**src/rtl/pps_stamp_pkg.sv**
```systemverilog
`timescale 1ns/1ps
package pps_stamp_pkg;

  localparam int unsigned OFS_LIVE  = 32'h0;
  localparam int unsigned OFS_SWAP  = 32'h4;
  localparam int unsigned OFS_LATCH = 32'h8;

  typedef enum logic [1:0] {
    SEL_NONE  = 2'd0,
    SEL_LIVE  = 2'd1,
    SEL_SWAP  = 2'd2,
    SEL_LATCH = 2'd3
  } rd_sel_e;

  function automatic rd_sel_e decode_offset(input int unsigned ofs);
    case (ofs)
      OFS_LIVE:  return SEL_LIVE;
      OFS_SWAP:  return SEL_SWAP;
      OFS_LATCH: return SEL_LATCH;
      default:   return SEL_NONE;
    endcase
  endfunction

endpackage

```
**src/rtl/pps_sync_edge.sv**
```systemverilog
`timescale 1ns/1ps
module pps_sync_edge #(
  parameter int STAGES = 2
) (
  input  logic clk,
  input  logic rst,
  input  logic pps_in,
  output logic pps_rise
);
  // sh[STAGES-1:0] is the synchroniser, sh[STAGES] the previous sample
  logic [STAGES:0] sh;

  always_ff @(posedge clk) begin
    if (rst) sh <= '0;
    else     sh <= {sh[STAGES-1:0], pps_in};
  end

  assign pps_rise = sh[STAGES-1] & ~sh[STAGES];
endmodule

```
**src/rtl/pingpong_interval.sv**
```systemverilog
`timescale 1ns/1ps
module pingpong_interval #(
  parameter int CNT_W = 24
) (
  input  logic             clk,
  input  logic             rst,
  input  logic             swap,
  output logic [CNT_W-1:0] live_cnt,
  output logic [CNT_W-1:0] held_cnt,
  output logic             act_sel
);
  logic [1:0][CNT_W-1:0] cnt_q;
  logic                  sel_q;

  always_ff @(posedge clk) begin
    if (rst)       sel_q <= 1'b0;
    else if (swap) sel_q <= ~sel_q;
  end

  for (genvar g = 0; g < 2; g++) begin : g_cnt
    logic [CNT_W-1:0] c;
    always_ff @(posedge clk) begin
      if (rst) begin
        c <= '0;
      end else if (sel_q == 1'(g)) begin
        if (!swap) c <= c + CNT_W'(1);
      end else if (swap) begin
        c <= CNT_W'(1);
      end
    end
    assign cnt_q[g] = c;
  end

  assign live_cnt = cnt_q[sel_q];
  assign held_cnt = cnt_q[~sel_q];
  assign act_sel  = sel_q;
endmodule

```
**src/rtl/pps_capture.sv**
```systemverilog
`timescale 1ns/1ps
module pps_capture #(
  parameter int CNT_W = 24,
  parameter int PPS_W = 8
) (
  input  logic             clk,
  input  logic             rst,
  input  logic             pps_rise,
  input  logic [CNT_W-1:0] live_cnt,
  output logic [CNT_W-1:0] pps_latch,
  output logic [PPS_W-1:0] pps_cnt,
  output logic [PPS_W-1:0] pps_cnt_nxt
);
  assign pps_cnt_nxt = pps_cnt + PPS_W'(pps_rise);

  always_ff @(posedge clk) begin
    if (rst) begin
      pps_latch <= '0;
      pps_cnt   <= '0;
    end else begin
      pps_cnt <= pps_cnt_nxt;
      if (pps_rise) pps_latch <= live_cnt;
    end
  end
endmodule

```
**src/rtl/pps_stamp_counter.sv**
```systemverilog
`timescale 1ns/1ps
module pps_stamp_counter
  import pps_stamp_pkg::*;
#(
  parameter int CNT_W  = 24,
  parameter int PPS_W  = 8,
  parameter int ADDR_W = 4,
  localparam int DATA_W = CNT_W + PPS_W
) (
  input  logic              clk,
  input  logic              rst,
  input  logic              pps_in,
  input  logic              rd_en,
  input  logic [ADDR_W-1:0] rd_addr,
  output logic [DATA_W-1:0] rd_data
);
  rd_sel_e          rd_sel;
  logic             swap_evt;
  logic             pps_rise;
  logic             act_sel;
  logic [CNT_W-1:0] live_cnt;
  logic [CNT_W-1:0] held_cnt;
  logic [CNT_W-1:0] pps_latch;
  logic [PPS_W-1:0] pps_cnt;
  logic [PPS_W-1:0] pps_cnt_nxt;
  logic [DATA_W-1:0] rd_word;

  assign rd_sel   = rd_en ? decode_offset(32'(rd_addr)) : SEL_NONE;
  assign swap_evt = (rd_sel == SEL_SWAP);

  pps_sync_edge #(.STAGES(2)) sync_i (
    .clk(clk), .rst(rst), .pps_in(pps_in), .pps_rise(pps_rise)
  );

  pingpong_interval #(.CNT_W(CNT_W)) cnt_i (
    .clk(clk), .rst(rst), .swap(swap_evt),
    .live_cnt(live_cnt), .held_cnt(held_cnt), .act_sel(act_sel)
  );

  pps_capture #(.CNT_W(CNT_W), .PPS_W(PPS_W)) cap_i (
    .clk(clk), .rst(rst), .pps_rise(pps_rise), .live_cnt(live_cnt),
    .pps_latch(pps_latch), .pps_cnt(pps_cnt), .pps_cnt_nxt(pps_cnt_nxt)
  );

  always_comb begin
    case (rd_sel)
      SEL_LIVE:  rd_word = DATA_W'(live_cnt);
      SEL_SWAP:  rd_word = {pps_cnt_nxt, live_cnt};
      SEL_LATCH: rd_word = DATA_W'(pps_latch);
      default:   rd_word = '0;
    endcase
  end

  always_ff @(posedge clk) begin
    if (rst) rd_data <= '0;
    else     rd_data <= rd_word;
  end
endmodule

```
**config.mk**
```make
export PLATFORM = sky130hd
export DESIGN_NAME = pps_stamp_counter
export DESIGN_NICKNAME = d
export VERILOG_FILES = /design/src/rtl/pps_stamp_pkg.sv /design/src/rtl/pps_sync_edge.sv /design/src/rtl/pingpong_interval.sv /design/src/rtl/pps_capture.sv /design/src/rtl/pps_stamp_counter.sv
export SDC_FILE = /design/constraint.sdc
export NUM_CORES = 1
export LEC_CHECK = 0
export CORE_MARGIN = 2
export CORE_UTILIZATION = 53
export CTS_CLUSTER_SIZE = 40
export DETAILED_ROUTE_END_ITERATION = 16
export PLACE_DENSITY_LB_ADDON = 0.08
export SLEW_MARGIN = 30
export SYNTH_ARGS = -nofsm -noshare
export SYNTH_HDL_FRONTEND = slang
export SYNTH_HIERARCHICAL = 1
export SYNTH_SLANG_ARGS = --single-unit
```
**constraint.sdc**
```tcl
create_clock -name clk -period 2.3 [get_ports clk]
set_clock_uncertainty 0.15 [all_clocks]
set_input_delay 0.23 -clock clk [delete_from_list [all_inputs] [get_ports clk]]
set_output_delay 0.23 -clock clk [all_outputs]
set_load 0.005 [all_outputs]
```
==> results.cfg <==
[worst_setup_path]
slowest_delay_ps = 610
crit_chain = nand4_1 -> or4_4 -> or4_1 -> a21oi_1
worstSetupEndpointType = flop
worst_ep_required_time_ps = 2600
path_class = flop to flop
r2r_slack_ps = 160
start_kind = flop
arrival_ps = 2440
reg2reg_to = cnt_i/g_cnt[0].c[20]
rr_worst_depth = 4
r2r-start = cnt_i/g_cnt[0].c[9]
cp_slowest_cell = or4_4
crit_fanout = 12

[timing]
max_slew_margin_pct = 64.0
fmax_mhz = 467
worst_slew_pin_slew_ps = 538
rsz0062_at_grt = no
worst_slack_ps = 160
final.period_utilization_pct = 93.0
slew_violations = 0
finalCriticalPeriod_ps = 2140
timing.hold.ws_ps = 141
setup_viol_count_final = 0
hold_violations = 0

[clock_tree]
cts_max_level = 4
cts_sinks = 116
post_cts_resize_count = 0
clkTransAtPathRegs_ps = 50
cts_buffers = 17
cts_tree = done
worst_skew_pair.late_latency_ps = 520
clockBufferDepth = 2
cts-root-buf = clkbuf_8

[status]
status = finished clean

[place]
place_congestion = 0.847
port_buffers = 39
dp_hpwl_um = 8700
post-place-ws_ps = -231
place_area_um2 = 5970

[synth]
synth_nets = 604
syn-cell-area_um2 = 5310
avgSynthCellArea_um2 = 8.97
ys_warn_count = 6
netlist_instances = 592

[drt]
remaining_drc_errors = 0
wl_per_cell_um = 16.3
first_iter_violations = 206
ant_nets = 0
routed_wirelength_um = 13000
first_pass_iters = 4
routed_via_density = 5.70
route.vias.total = 4554

[run]
drv_cap = 0

[power]
ir_worst_vdd_uv = 555
powerDensity_nw_per_um2 = 747
p_leak_nw = 2.34

[final_layout]
design_area_um2 = 6590
post-route-util_pct = 67.7
n_antenna_cell = 0
drive_gt1_share_pct = 19.4
nNetsFinal = 665
syn_to_final_growth_pct = 24.0

[global_routing]
antenna_found_initial = 0
use_met3_pct = 5.64
grt_start_max_net_pins = 39
top_usage_layer = met2
grt_first_pass_wirelength_um = 21100
grt_usage_pct = 24.1
overflow = 0
grt_pass1_vias = 4334
grtUsageMet1_pct = 29.4
grtUsageMet2_pct = 42.3

[min_path]
min_to = sync_i/sh[0]
min_path_cells = 2
hp-class = input port to flop
hold_path.startpoint = pps_in

[floorplanning]
core-area_um2 = 9730
die_y_um = 104
die_w_um = 104
rows = 36
ios = 40
dieArea_um2 = 10800
start_util_pct = 54.6
## per-stage QoR
stage,power [W],TNS [ps],std cells
3_3_place_gp,0.00226,-1410,766
4_1_cts,0.00494,0,799
6_report,0.00492,0,799
2_1_floorplan,0.00220,0,592
3_5_place_dp,0.00226,-3060,766
5_1_grt,0.00505,0,799
## per-layer routing
metal / vias up / share of wire, % / wire length (um)
li1: 2249 / - / -
met1: 2193 / 44 / 5730
met2: 100 / 51 / 6620
met3: 12 / 4.0 / 521
met4: 0 / 0.89 / 116
met5: - / 0 / 0
## registers in the layout, indices dropped and copies added, names as in the netlist
name	cells
cnt_i/g_cnt.c	48
rd_data	32
cap_i/pps_latch	24
cap_i/pps_cnt	8
sync_i/sh	3
cnt_i/act_sel	1
## where the power goes
part	switching, W	internal [W]
logic	0.000111	0.0000751
clock network	0.000888	0.00181
registers	0.0000128	0.00202
total	0.00101	0.00391
## worst max path at each step
| stage | start | slack [ps] | to |
|---|---|---|---|
| 6_report | cnt_i/g_cnt[0].c[9] | 160 | cnt_i/g_cnt[0].c[20] |
| 5_1_grt | cnt_i/g_cnt[0].c[9] | 9 | cnt_i/g_cnt[0].c[18] |
| 4_1_cts | cnt_i/g_cnt[0].c[9] | 180 | cnt_i/g_cnt[0].c[18] |
| 3_5_place_dp | rd_en | -230 | cnt_i/g_cnt[0].c[21] |
| 3_3_place_gp | rd_addr[3] | -130 | cnt_i/g_cnt[0].c[9] |
| 2_1_floorplan | rd_addr[1] | 60 | cnt_i/g_cnt[0].c[22] |
## worst max-delay path: cells and delay by family, from the launching register on
family           cells  cell delay (ps)
AND/OR/NAND/NOR      3             1360
AO/OA/AOI/OAI        1              150
flip-flops           1              430
## cell type report
cell class / count / area [um^2]
Fill cell: 802 / 3140
Multi-Input combinational cell: 429 / 2760
Sequential cell: 116 / 2320
Timing Repair Buffer: 80 / 696
Clock buffer: 22 / 453
Tap cell: 133 / 166
Clock inverter: 10 / 154
Inverter: 9 / 33.8
## timing repair
action / in CTS / in global routing
hold endpoints to repair: 1 / 0
setup buffers: 0 / 0
hold buffers: 1 / 0
## cells in the final DEF (no fill, tap or decap), types with 4 or more instances in the layout
cell type / count
mux2i_1: 34
nor2b_1: 12
xnor2_1: 4
clkbuf_16: 16
bufinv_16: 4
nand2_1: 46
o21ai_0: 10
ha_1: 4
o311ai_0: 7
or2_2: 13
nand3_1: 44
or3_1: 5
mux2_2: 31
a21oi_1: 44
clkdlybuf4s50_1: 38
nor3_1: 6
nor2_1: 51
o31ai_1: 5
buf_4: 40
dfxtp_1: 116
and3_1: 4
nand2b_1: 7
nor3b_1: 5
o21ai_1: 20
or4_1: 12
and2_1: 9
nand4_1: 14
inv_1: 9
clkinv_2: 5
o211ai_1: 6
No activity file was read; power rests on OpenSTA's default activity.
